`config.mk`:
```
export PLATFORM = sky130hd
export DESIGN_NAME = pwm_buf_chan
export DESIGN_NICKNAME = d
export VERILOG_FILES = /design/src/rtl/pwm_buf_chan.sv
export SDC_FILE = /design/constraint.sdc
export NUM_CORES = 1
export LEC_CHECK = 0
export ABC_AREA = 1
export BUFFER_PORTS_ARGS = -buffer_cell sky130_fd_sc_hd__buf_2
export CAP_MARGIN = 30
export CORE_MARGIN = 2
export CORE_UTILIZATION = 36
export CTS_CLUSTER_DIAMETER = 40
export DETAILED_ROUTE_END_ITERATION = 16
export HOLD_SLACK_MARGIN = 0.05
export PLACE_DENSITY = 0.62
export SLEW_MARGIN = 20
export SYNTH_ARGS = -nofsm -noshare
export SYNTH_HDL_FRONTEND = slang
export SYNTH_SLANG_ARGS = --single-unit
export TNS_END_PERCENT = 1
```
`constraint.sdc`:
```
create_clock -name clk -period 3.4 [get_ports clk]
set_input_delay 1.02 -clock clk [delete_from_list [all_inputs] [get_ports clk]]
set_output_delay 1.02 -clock clk [all_outputs]
set_load 0.01 [all_outputs]
```
`src/rtl/pwm_buf_chan.sv`:
```
module pwm_buf_chan #(
  parameter int CW = 16
) (
  input  logic          clk,
  input  logic          rst_n,
  input  logic [CW-1:0] cnt_i,
  input  logic [6:0]    mode_i,
  input  logic          pol_i,
  input  logic          upd_dis_i,
  input  logic          a_wr_i,
  input  logic [CW-1:0] a_val_i,
  input  logic          b_wr_i,
  input  logic [CW-1:0] b_val_i,
  input  logic          force_a_i,
  input  logic          force_b_i,
  input  logic          flag_clr_i,
  output logic          pwm_o,
  output logic          flag_o
);

  localparam logic [6:0] MODE_BOTH = 7'b1100010;

  logic [CW-1:0] a_act, b_act, a_shd, b_shd, cnt_q;
  logic [CW-1:0] a_eff, b_eff;
  logic          b_seen, wrap, reload, a_hit, b_hit, a_live, flag_set;

  assign wrap     = cnt_i < cnt_q;
  assign reload   = wrap & ~upd_dis_i;
  assign a_eff    = reload ? a_shd : a_act;
  assign b_eff    = reload ? b_shd : b_act;
  assign a_hit    = cnt_i == a_eff;
  assign b_hit    = cnt_i == b_eff;
  assign a_live   = a_hit & (wrap | ~b_seen);
  assign flag_set = b_hit | (a_live & (mode_i == MODE_BOTH));

  always_ff @(posedge clk) begin
    if (!rst_n) begin
      cnt_q  <= '0;
      a_act  <= '0;
      b_act  <= '0;
      a_shd  <= '0;
      b_shd  <= '0;
      b_seen <= 1'b0;
      pwm_o  <= 1'b0;
      flag_o <= 1'b0;
    end else begin
      cnt_q <= cnt_i;
      if (a_wr_i) a_shd <= a_val_i;
      if (b_wr_i) b_shd <= b_val_i;
      if (reload) begin
        a_act <= a_shd;
        b_act <= b_shd;
      end
      b_seen <= wrap ? b_hit : (b_seen | b_hit);
      if (force_b_i)      pwm_o <= ~pol_i;
      else if (force_a_i) pwm_o <= pol_i;
      else if (b_hit)     pwm_o <= ~pol_i;
      else if (a_live)    pwm_o <= pol_i;
      flag_o <= flag_set | (flag_o & ~flag_clr_i);
    end
  end

endmodule


```
Word level (Yosys, flattened, before mapping):

Index checks and enable logic that the tools add are counted.

* $add $sub $neg: 0
* multiply operators: 0
* divide/modulo/power cells: 0
* order comparisons: 1
* equal/unequal tests: 3
* shift-type cells: 0
* muxes and demuxes: 7
* bitwise gates (word level): 12
* reduce and logical (&&, ||, !) cells: 1

Operator list (count)
* $eq A16 B16 Y1: 2
* $mux W16: 2
* $lt A16 B16 Y1: 1
* $eq A7 B7 Y1 const B: 1
* $mux W1: 5
* $and A1 B1 Y1: 4
* $not A1 Y1: 4
* $or A1 B1 Y1: 4
* $reduce_bool A4 Y1: 1

* register bits: 83
* latch bits: 0
* RAM bits: 0
* memory bits (read-only): 0
* input bits: 64
* memories kept: 0

Longest topological paths before layout:

Gate-level depths: netlist (run 1).

* depth after elaboration: 9
* gate-level depth with buffers: 23
* gate-level depth less buffers: 22

Least setup slack after synthesis (run 1):

OpenSTA, ideal clock, no wires.

* path type: in2reg
* from: input port cnt_i[9]
* to: register pwm_o
* arrival: 2.850 ns
* data required time: 3.286 ns
* slack: 0.436 ns
* stages: 19
* buffers on the path: 2
* cells stage by stage: ha_1 nand2_1 inv_1 o21ai_1 a21oi_1 nor2_2 buf_4 buf_6 nand4_2 nand3_1 nand2_1 nor2_1 nand2_1 nor2_1 nand3_1 nand2_1 nand2_1 nand2_1 a21oi_2

* cells in the longest elaborated chain, start to end: 7
* elaborated cells on any way between the ends: 12

RTL lines
* start, declared: line 6 `input logic [CW-1:0] cnt_i,`
* $lt A16 B16 Y1: line 27 `assign wrap = cnt_i < cnt_q;`
* $and A1 B1 Y1: line 28 `assign reload = wrap & ~upd_dis_i;`
* $mux W16
* $eq A16 B16 Y1: line 32 `assign b_hit = cnt_i == b_eff;`
* $mux W1: line 57 `else if (b_hit) pwm_o <= ~pol_i;`
* $mux W1: line 56 `else if (force_a_i) pwm_o <= pol_i;`
* $mux W1: line 55 `if (force_b_i) pwm_o <= ~pol_i;`
* end signal, assigned: line 55
* end signal, assigned: line 56
* end signal, assigned: line 57
* end, declared: line 17 `output logic pwm_o,`

Parallel ways exist; a longest one is shown, timed or not.
A chain may end at the register's enable or synchronous reset.

Final worst setup path (run 1):

* from: input port cnt_i[15]
* to: register pwm_o

Same word-level chain as after synthesis.

==> results of run 1 <==
-- logic make-up (layout without fill, tap and decap cells) --
group / Yosys count / after routing
flip-flops: 83 / 83
adder cells (fa/ha/maj): 15 / 15
buffers and inverters: 125 / 209
AND/OR/NAND/NOR: 309 / 309
AO/OA/AOI/OAI: 85 / 85
-- final timing paths --
| kind | slack (ns) | endpoint | startpoint | cells after the start |
|---|---|---|---|---|
| hold / removal | 0.46 | b_shd[12] | b_shd[12] | 2 |
| hold reg to reg | 0.46 | b_shd[12] | b_shd[12] | 2 |
| setup reg to reg | 0.77 | pwm_o | cnt_q[15] | 18 |
| setup / recovery | 0.32 | pwm_o | cnt_i[15] | 18 |
-- sequential cells by signal, summed over array words and instances, names as in the netlist --
name    count
b_seen      1
a_shd      16
flag_o      1
b_act      16
cnt_q      16
pwm_o       1
a_act      16
b_shd      16
-- stage by stage --
step | worst slack, ns | power [mW] | instance area, sq um
6_report | 0.316 | 2.56 | 5210
5_1_grt | 0.0198 | 2.68 | 5210
4_1_cts | 0.260 | 2.57 | 5200
3_5_place_dp | -0.0705 | 1.52 | 4890
3_3_place_gp | -0.0463 | 1.51 | 4890
2_1_floorplan | 0.436 | 1.37 | 4250
-- synthesized netlist by cell type --
cell type / instances
o21ai_0: 32
clkbuf_1: 13
ha_1: 15
nor2_2: 2
nand4_1: 14
a21oi_1: 40
nand3b_1: 2
nor3_2: 1
o21ai_1: 7
nand3_4: 1
dfxtp_1: 83
clkinv_1: 1
and2_1: 1
buf_6: 5
nand2_1: 164
inv_2: 5
buf_4: 3
a21oi_2: 1
nor2_1: 68
buf_2: 3
inv_1: 93
nor3_1: 1
nand4_2: 16
nand2_2: 3
buf_1: 1
buf_8: 1
nand3_1: 36
o211ai_1: 4
o21a_1: 1
-- worst reg2reg max path: cells and delay by family, from the launching register on --
kind	cells	cell delay (ns)
AO/OA/AOI/OAI	1	0.09
AND/OR/NAND/NOR	13	1.49
buffers and inverters	3	0.37
flip-flops	1	0.31
adder cells (fa/ha/maj)	1	0.30
-- report_power, final --
part	leakage, nW	switching (mW)	total (mW)	internal, mW
combinational	1.92	0.266	0.445	0.178
clock	0.155	0.376	1.05	0.675
sequential	0.686	0.0241	1.06	1.04
total	2.76	0.667	2.56	1.89
-- repair_timing --
action | CTS | global route
setup endpoints to repair | 0 | 1
hold buffers | 0 | 0
resized for setup | 0 | 2
-- area by class of cell --
| class | count | area [sq um] | area share |
|---|---|---|---|
| clock inverters | 2 | 60.1 | 0.0115 |
| flip-flops and latches | 83 | 1660 | 0.319 |
| repair buffers | 96 | 621 | 0.119 |
| well taps | 143 | 179 | 0.0344 |
| clock buffers | 12 | 256 | 0.0492 |
| inverters | 99 | 372 | 0.0713 |
| multi-input cells | 409 | 2060 | 0.395 |
-- metal layers --
layer | GRT usage | share of wire | up-vias
li1 | - | - | 2119
met4 | 0.0829 | 0.025 | 0
met3 | 0.0313 | 0.042 | 20
met5 | 0 | 0 | -
met1 | 0.231 | 0.47 | 1790
met2 | 0.287 | 0.46 | 89
==> reports/qor.txt, run 1 <==
Status -> finished, final reports clean
Synth Warn # -> 0
Tightest Pin Transition -> 0.723 ns
Setup TNS -> 0 ns
Critical Path Most Common Cell -> nand2_1
Placed cell count -> 830
CP max stage cell -> ha_1
Main combinational cell family by area after synthesis -> simple AND/OR/NAND/NOR gates
MaxCap Viol Count -> 0
Clk_lat worst skew -> 0.34 ns
PortBufs -> 65
DP Wirelength -> 8.18 mm
Standard-cell rows -> 39
Main area contributors after synthesis -> dfxtp_1 39%, nand2_1 14%, inv_1 8.2%, nor2_1 6.0%, a21oi_1 4.7%
Final hold vios -> 0
Leak Pwr -> 2.76 nW
Initial antenna violation count -> 0
Simple-Gate Fraction of Synth Area -> 0.335
Fillers -> 1179
N_diodes -> 0
Max Clock Skew -> 0.00879 ns
# DRC -> 0
Max Buffers Root-to-Sink -> 2
Non-filler instance count after layout -> 844
Die ar. -> 12700 sq um
Final core occ -> 0.454
Post-synthesis adder-cell area fraction -> 0.0442
Avg Cell Area, Syn -> 6.88 sq um
Fin crit period -> 3.08 ns
Max IR drop VDD -> 0.000304 V
Worst path top cell family by delay -> simple AND/OR/NAND/NOR gates
CTS tree -> done
Ratio of cells with drive above 1 in the final layout -> 0.200
DR iter-0 viols -> 189
Die X -> 113 um
Worst rel slew slack -> 0.517
Gate Count Post-Synth -> 617
Post-route ant nets -> 0
Sequential area share after synthesis -> 0.391
Nature of the critical path endpoint -> flop
Power per cell area -> 491 nW/um^2
First-pass DRT Iterations -> 4
Num CTS Buffers -> 9
Mapped Nets -> 696
GR Util All Layers -> 0.178
Compound-Gate Fraction of Synth Area -> 0.104
WP buf/inv -> 3
Synth cell types -> 29
Fmax -> 324 MHz
Core Region -> 11500 sq um
Min Hold Slack -> 0.460 ns
Detailed-route via count -> 4018
Final Cycle Share -> 0.907
Pins Over Slew Limit -> 0
Io pins -> 66
Worst path cell trace -> buf_2 > ha_1 > nand4_1 > nor2_1 > nand2_2 > buf_4 > nand4_1 > buf_4 > nand2_1 > nand2_1 > nand2_1 > nor2_1 > nand2_1 > nor2_2 > nand2_1 > nand4_1 > nand2_1 > a21oi_2
CP Class -> in2reg
H-tree Lvls -> 3
Clk sinks -> 83
First-pass GRT wire length -> 17.9 mm
RePlAce Congestion -> 0.808
Yosys top cell area share -> 0.391
Post-synthesis xor/xnor area fraction -> 0
Min-Delay Path Class -> reg2reg
Vias in the first global route -> 3799
Startpoint Class -> primary input
Max incr delay on CP -> 0.31 ns
Largest area contributor in the netlist -> dfxtp_1
RSZ-0062 raised after global routing -> false
Starting Density -> 0.370
Post CTS Setup Buffer Count -> 0
P&R area growth vs syn -> 22.6%
Root Driver -> clkbuf_16
CTS clk-pin slew, worst paths -> 0.06 ns
Mux cell area share after synthesis -> 0
Cell area after synthesis -> 4250 sq um
Most frequent cells in the layout -> 164 x nand2_1, 93 x inv_1, 83 x dfxtp_1
Routed Wire Length -> 10.6 mm
CP Max Fanout -> 6
WP data required -> 3.68 ns
Gr ovfl total -> 0
Die height -> 113 um
CP Data Arrival Time -> 3.36 ns
Number of setup violations in the final report -> 0
DR WL/cell -> 12.6 um
Detailed-route vias per instance -> 4.76
Layout Nets -> 777
Most common cell after layout, fill and taps aside -> nand2_1
Register bit total from synthesis -> 83
Largest net degree at the start of global routing -> 35
Power figures use the tool's default switching activity.
==> run 2, diff against run 1 <==
Settings changed: CORE_UTILIZATION 36 to 35, PLACE_DENSITY 0.62 to 0.61.
Clock period 3.4 ns to 2.9 ns, I/O delays scaled along.
==> reports/qor.txt, run 2 (synthesis gave the netlist of run 1 again) <==
First-pass GRT wire length -> 18.8 mm (was 17.9 mm)
Max IR drop VDD -> 0.000232 V (was 0.000304 V)
Tightest Pin Transition -> 0.720 ns (was 0.723 ns)
CP Max Fanout -> 12 (was 6)
Critical Path Most Common Cell -> nand2_1 (unchanged)
FF/Latch Area -> 1660 sq um (unchanged)
Standard-cell rows -> 40 (was 39)
Detailed-route vias per instance -> 4.81 (was 4.76)
Ratio of cells with drive above 1 in the final layout -> 0.341 (was 0.200)
First-pass DRT Iterations -> 4 (unchanged)
Gr ovfl total -> 0 (unchanged)
Number of setup violations in the final report -> 0 (unchanged)
Setup TNS -> 0 ns (unchanged)
CP max stage cell -> ha_4 (was ha_1)
# DRC -> 0 (unchanged)
Non-filler instance count after layout -> 897 (was 844)
CTS tree -> done (unchanged)
CP Class -> in2reg (unchanged)
Max Clock Skew -> 0.00882 ns (was 0.00879 ns)
Initial antenna violation count -> 0 (unchanged)
RePlAce Congestion -> 0.846 (was 0.808)
Max incr delay on CP -> 0.26 ns (was 0.31 ns)
DP Wirelength -> 8.29 mm (was 8.18 mm)
P&R area growth vs syn -> 43.3% (was 22.6%)
Min Hold Slack -> 0.466 ns (was 0.460 ns)
Worst rel slew slack -> 0.519 (was 0.517)
MaxCap Viol Count -> 0 (unchanged)
CTS Hold Bufs -> 0 (unchanged)
Post-route ant nets -> 0 (unchanged)
Place WS -> -0.352 ns (was -0.0705 ns)
Startpoint Class -> primary input (unchanged)
Starting Density -> 0.357 (was 0.370)
Fillers -> 1150 (was 1179)
DR iter-0 viols -> 173 (was 189)
Routed Wire Length -> 12.2 mm (was 10.6 mm)
DR WL/cell -> 13.6 um (was 12.6 um)
Area occupied by multi-input gates -> 2450 sq um (was 2060 sq um)
Fin crit period -> 2.85 ns
Largest net degree at the start of global routing -> 35 (unchanged)
GR Util All Layers -> 0.183 (was 0.178)
Die ar. -> 13000 sq um (was 12700 sq um)
Nature of the critical path endpoint -> flop (unchanged)
Max Buffers Root-to-Sink -> 2 (unchanged)
Final Cycle Share -> 0.982
Worst path top cell family by delay -> simple AND/OR/NAND/NOR gates (unchanged)
Leak Pwr -> 3.04 nW (was 2.76 nW)
Num CTS Buffers -> 9 (unchanged)
PortBufs -> 65 (unchanged)
N_diodes -> 0 (unchanged)
Power per cell area -> 509 nW/um^2 (was 491 nW/um^2)
CTS clk-pin slew, worst paths -> 0.06 ns (about the same)
Core Region -> 11900 sq um (was 11500 sq um)
Clk sinks -> 83 (unchanged)
WP buf/inv -> 4 (was 3)
Die X -> 114 um (was 113 um)
Vias in the first global route -> 4120 (was 3799)
Status -> finished, final reports clean (unchanged)
Io pins -> 66 (unchanged)
H-tree Lvls -> 3 (unchanged)
Fmax -> 351 MHz
Placed cell count -> 866 (was 830)
Layout Nets -> 826 (was 777)
Detailed-route via count -> 4319 (was 4018)
Final hold vios -> 0 (unchanged)
Final worst setup slack -> 0.0509 ns (was 0.316 ns)
Most common cell after layout, fill and taps aside -> nand2_1 (unchanged)
Worst path cell trace -> buf_4 > ha_4 > nand4_1 > a21oi_2 > nor2_2 > buf_6 > buf_4 > buf_4 > nand4_1 > nand2_1 > nand2_1 > nand2_1 > nor2_1 > nand2_1 > nor2_2 > nand2_2 > nand4_1 > nand2_1 > a21oi_2 (was buf_2 > ha_1 > nand4_1 > nor2_1 > nand2_2 > buf_4 > nand4_1 > buf_4 > nand2_1 > nand2_1 > nand2_1 > nor2_1 > nand2_1 > nor2_2 > nand2_1 > nand4_1 > nand2_1 > a21oi_2)
Min-Delay Path Class -> reg2reg (unchanged)
Root Driver -> clkbuf_16 (unchanged)
CP Data Arrival Time -> 3.13 ns (was 3.36 ns)
WP data required -> 3.18 ns (was 3.68 ns)
RSZ-0062 raised after global routing -> true (was false)
Clk_lat worst skew -> 0.35 ns (was 0.34 ns)
Most frequent cells in the layout -> 133 x nand2_1, 92 x inv_1, 83 x dfxtp_1 (was 164 x nand2_1, 93 x inv_1, 83 x dfxtp_1)
Die height -> 114 um (was 113 um)
Pins Over Slew Limit -> 0 (unchanged)
==> run 2: cell count changes in the layout (fill, tap and decap cells not counted), sizes merged <==
| cell | before | now |
|---|---|---|
| clkbuf | 12 | 14 |
| buf | 96 | 141 |
| clkinvlp | 0 | 3 |
| bufinv | 2 | 1 |
==> run 2: through the flow <==
stage                util  power, mW  area (sq um)
finish              0.511       3.10          6090
global placement    0.429       1.82          5110
floorplan               -       1.60          4250
global route        0.511       3.26          6090
CTS                 0.457       2.99          5440
detailed placement  0.429       1.83          5110
==> run 2: repair_timing <==
action / in CTS / in global routing
buffers inserted: 1 / 10
gates cloned: 1 / 6
endpoints found under the setup margin: 1 / 3
gates resized for setup: 0 / 103
pin swaps: 1 / 51
==> run 2: final timing paths <==
path	from	end	slack, ns	cells past startpoint
setup reg to reg	cnt_q[9]	pwm_o	0.30	22
hold / removal	b_shd[0]	b_shd[0]	0.47	2
setup / recovery	cnt_i[14]	pwm_o	0.05	19
hold reg to reg	b_shd[0]	b_shd[0]	0.47	2
==> run 2: routing by layer <==
layer | GRT usage | vias to the layer above | part of all wire
met5 | 0 | - | 0
met4 | 0.0667 | 0 | 0.024
met3 | 0.0381 | 23 | 0.050
met2 | 0.312 | 105 | 0.49
met1 | 0.227 | 1971 | 0.43
li1 | - | 2220 | -
==> run 2: cell type report <==
type                            instances  area share
Multi-Input combinational cell        409       0.402
Tap cell                              147      0.0302
Inverter                               99      0.0610
Clock inverter                          4     0.00863
Clock buffer                           10      0.0393
Sequential cell                        83       0.273
Timing Repair Buffer                  145       0.186
==> run 2: power by group <==
| part | internal, mW | leakage, nW | switching, mW |
|---|---|---|---|
| registers | 1.21 | 0.686 | 0.0329 |
| logic | 0.330 | 2.22 | 0.384 |
| clock network | 0.680 | 0.133 | 0.458 |
==> run 2: worst register-to-register path: stages (launching register included) <==
cell and delay (ns):
dfxtp_1 0.31, inv_1 0.06, ha_4 0.24, nand2_2 0.07, inv_2 0.03, o21ai_2 0.14
a21oi_2 0.08, nor2_2 0.09, buf_6 0.13, nand3_4 0.14, buf_8 0.20, buf_6 0.12
nand2_4 0.06, nand2_2 0.04, nand2_1 0.07, nand2_1 0.07, nor2_1 0.10, nand2_1 0.09
nor2_4 0.15, nand2_2 0.10, nand4_1 0.10, nand2_1 0.06, a21oi_2 0.10
==> run 3, diff against run 2 <==
Settings changed: CTS_CLUSTER_SIZE set to 40, MAX_ROUTING_LAYER set to met4, PLACE_DENSITY 0.61 to not set.
==> reports/qor.txt, run 3 (synthesis gave the netlist of run 1 again) <==
Internal power -> 2.16 mW (was 2.22 mW)
Detailed-route via count -> 4303 (was 4319)
Dpl cell area -> 5090 sq um (was 5110 sq um)
Worst path top cell family by delay -> simple AND/OR/NAND/NOR gates (unchanged)
Core Region -> 11900 sq um (unchanged)
Num CTS Buffers -> 9 (unchanged)
Post-route ant nets -> 0 (unchanged)
CP Max Fanout -> 8 (was 12)
Worst r2r src -> cnt_q[9] (unchanged)
P&R area growth vs syn -> 43.9% (was 43.3%)
H-tree Lvls -> 3 (unchanged)
Most common cell after layout, fill and taps aside -> nand2_1 (unchanged)
Tightest Pin Transition -> 0.709 ns (was 0.720 ns)
Die X -> 114 um (unchanged)
DR iter-0 viols -> 235 (was 173)
Nature of the critical path endpoint -> flop (unchanged)
Sequential Power Share -> 0.411 (was 0.402)
CTS clk-pin slew, worst paths -> 0.06 ns (about the same)
Critical path depth -> 17 (was 19)
First-pass GRT wire length -> 18.9 mm (was 18.8 mm)
Largest net degree at the start of global routing -> 50 (was 35)
Clk_lat worst skew -> 0.34 ns (was 0.35 ns)
Worst r2r dst -> flag_o (was pwm_o)
Max Buffers Root-to-Sink -> 2 (unchanged)
N_diodes -> 0 (unchanged)
Sw Ratio -> 0.289 (was 0.282)
Power per cell area -> 496 nW/um^2 (was 509 nW/um^2)
WP data required -> 3.17 ns (was 3.18 ns)
Clock Power Share -> 0.342 (was 0.367)
Pins Over Slew Limit -> 0 (unchanged)
Critical Path Most Common Cell -> nor2_1 (was nand2_1)
Final hold vios -> 0 (unchanged)
PortBufs -> 65 (unchanged)
Die ar. -> 13000 sq um (unchanged)
Power Total -> 3.04 mW (was 3.10 mW)
First-pass DRT Iterations -> 5 (was 4)
DP Wirelength -> 8.34 mm (was 8.29 mm)
Min-Delay Path Class -> reg2reg (unchanged)
Crit path from -> cnt_i[11] (was cnt_i[14])
Design area -> 6110 sq um (was 6090 sq um)
R2R cell count -> 19 (was 22)
Placed cell count -> 862 (was 866)
CP Class -> in2reg (unchanged)
Final Cycle Share -> 0.994 (was 0.982)
Fmax -> 347 MHz (was 351 MHz)
Layout Nets -> 822 (was 826)
Worst rel slew slack -> 0.527 (was 0.519)
CTS Hold Bufs -> 0 (unchanged)
Initial antenna violation count -> 0 (unchanged)
GR Util All Layers -> 0.190 (was 0.183)
RePlAce Congestion -> 0.833 (was 0.846)
Crit path to -> flag_o (was pwm_o)
Fillers -> 1133 (was 1150)
Worst path cell trace -> buf_2 > ha_4 > a21oi_1 > a21oi_2 > nor2_4 > nand3_4 > clkbuf_16 > nand2_2 > and2_4 > nor2_1 > nor2_1 > nand2_2 > nor2_4 > nand3_4 > nor3_4 > nor2_1 > nor2_1 (was buf_4 > ha_4 > nand4_1 > a21oi_2 > nor2_2 > buf_6 > buf_4 > buf_4 > nand4_1 > nand2_1 > nand2_1 > nand2_1 > nor2_1 > nand2_1 > nor2_2 > nand2_2 > nand4_1 > nand2_1 > a21oi_2)
Non-filler instance count after layout -> 894 (was 897)
Number of setup violations in the final report -> 0 (unchanged)
Comb pwr share -> 0.248 (was 0.230)
Startpoint Class -> primary input (unchanged)
MaxCap Viol Count -> 0 (unchanged)
DR WL/cell -> 13.7 um (was 13.6 um)
Most frequent cells in the layout -> 117 x nand2_1, 91 x inv_1, 83 x dfxtp_1 (was 133 x nand2_1, 92 x inv_1, 83 x dfxtp_1)
Max IR drop VDD -> 0.000244 V (was 0.000232 V)
CTS tree -> done (unchanged)
Routed Wire Length -> 12.2 mm (about the same)
Standard-cell rows -> 40 (unchanged)
# DRC -> 0 (unchanged)
Die height -> 114 um (unchanged)
Min Hold Slack -> 0.467 ns (was 0.466 ns)
CP max stage cell -> ha_4 (unchanged)
Fin crit period -> 2.88 ns (was 2.85 ns)
Clk sinks -> 83 (unchanged)
Starting Density -> 0.357 (unchanged)
Root Driver -> clkbuf_16 (unchanged)
CP Data Arrival Time -> 3.15 ns (was 3.13 ns)
Max Clock Skew -> 0.00839 ns (was 0.00882 ns)
Io pins -> 66 (unchanged)
Vias in the first global route -> 4058 (was 4120)
RSZ-0062 raised after global routing -> true (unchanged)
Leak Pwr -> 3.08 nW (was 3.04 nW)
Max incr delay on CP -> 0.24 ns (was 0.26 ns)
Ratio of cells with drive above 1 in the final layout -> 0.368 (was 0.341)
Detailed-route vias per instance -> 4.81 (about the same)
Status -> finished, final reports clean (unchanged)
Net Sw Power -> 0.878 mW (was 0.875 mW)
Gr ovfl total -> 0 (unchanged)
WP buf/inv -> 2 (was 4)
Worst reg2reg setup slack -> 0.26 ns (was 0.30 ns)
==> run 3: timing repair <==
item                                    in CTS  in global routing
gates resized for setup                      7                119
gates cloned                                 1                  5
endpoints found under the setup margin       2                  3
pin swaps                                    2                 63
buffers inserted                             0                 12
==> run 3: how the worst min path moves through the flow <==
stage / start / endpoint / slack, ns / cells after the start
final: b_shd[0] / b_shd[0] / 0.47 / 2
after global routing: a_shd[15] / a_shd[15] / 0.50 / 2
after CTS: b_shd[0] / b_shd[0] / 0.47 / 2
after detailed placement: b_shd[0] / b_shd[0] / 0.46 / 2
after global placement: a_shd[5] / a_shd[5] / 0.45 / 2
after floorplan: b_shd[0] / b_shd[0] / 0.43 / 2
==> run 3: layout make-up <==
class	count	area [sq um]	area share
flip-flops and latches	83	1660	0.272
clock inverters	3	15.0	0.00246
repair buffers	141	1100	0.180
well taps	147	184	0.0301
multi-input cells	409	2530	0.414
clock buffers	12	246	0.0403
inverters	99	374	0.0612
==> run 3: metal layers <==
layer  wire length (um)  global-route usage  share of wire
met5                  0                   -              0
met4                269              0.0732          0.022
met3                391              0.0222          0.032
met2               5990               0.317           0.49
met1               5560               0.236           0.46
==> run 3: power by group through the flow <==
| stage | registers [mW] | clock network, mW | logic (mW) |
|---|---|---|---|
| 2_1_floorplan | 1.26 | 0 | 0.342 |
| 3_3_place_gp | 1.27 | 0 | 0.554 |
| 3_5_place_dp | 1.27 | 0 | 0.568 |
| 4_1_cts | 1.24 | 1.05 | 0.577 |
| 5_1_grt | 1.25 | 1.11 | 0.833 |
| 6_report | 1.25 | 1.04 | 0.751 |
==> run 3: worst reg2reg max path, stage by stage, from the launching register on <==
cell	delay (ns)
dfxtp_1	0.31
inv_1	0.06
ha_4	0.24
nand2_2	0.06
inv_2	0.03
o21ai_2	0.13
a21oi_2	0.09
nor2_4	0.17
nand3_4	0.22
clkbuf_16	0.25
nand2_2	0.06
and2_4	0.13
nor2_1	0.03
nor2_1	0.13
nand2_2	0.09
nor2_4	0.14
nand3_4	0.10
nor3_4	0.18
nor2_1	0.06
nor2_1	0.08
==> run 3: stage by stage <==
| step | setup TNS [ns] | utilization | setup WS, ns |
|---|---|---|---|
| floorplan | 0 | - | 0.0863 |
| global placement | -0.762 | 0.427 | -0.300 |
| detailed placement | -0.990 | 0.427 | -0.382 |
| CTS | -0.00575 | 0.454 | -0.00575 |
| global route | -0.274 | 0.513 | -0.159 |
| finish | 0 | 0.513 | 0.0181 |
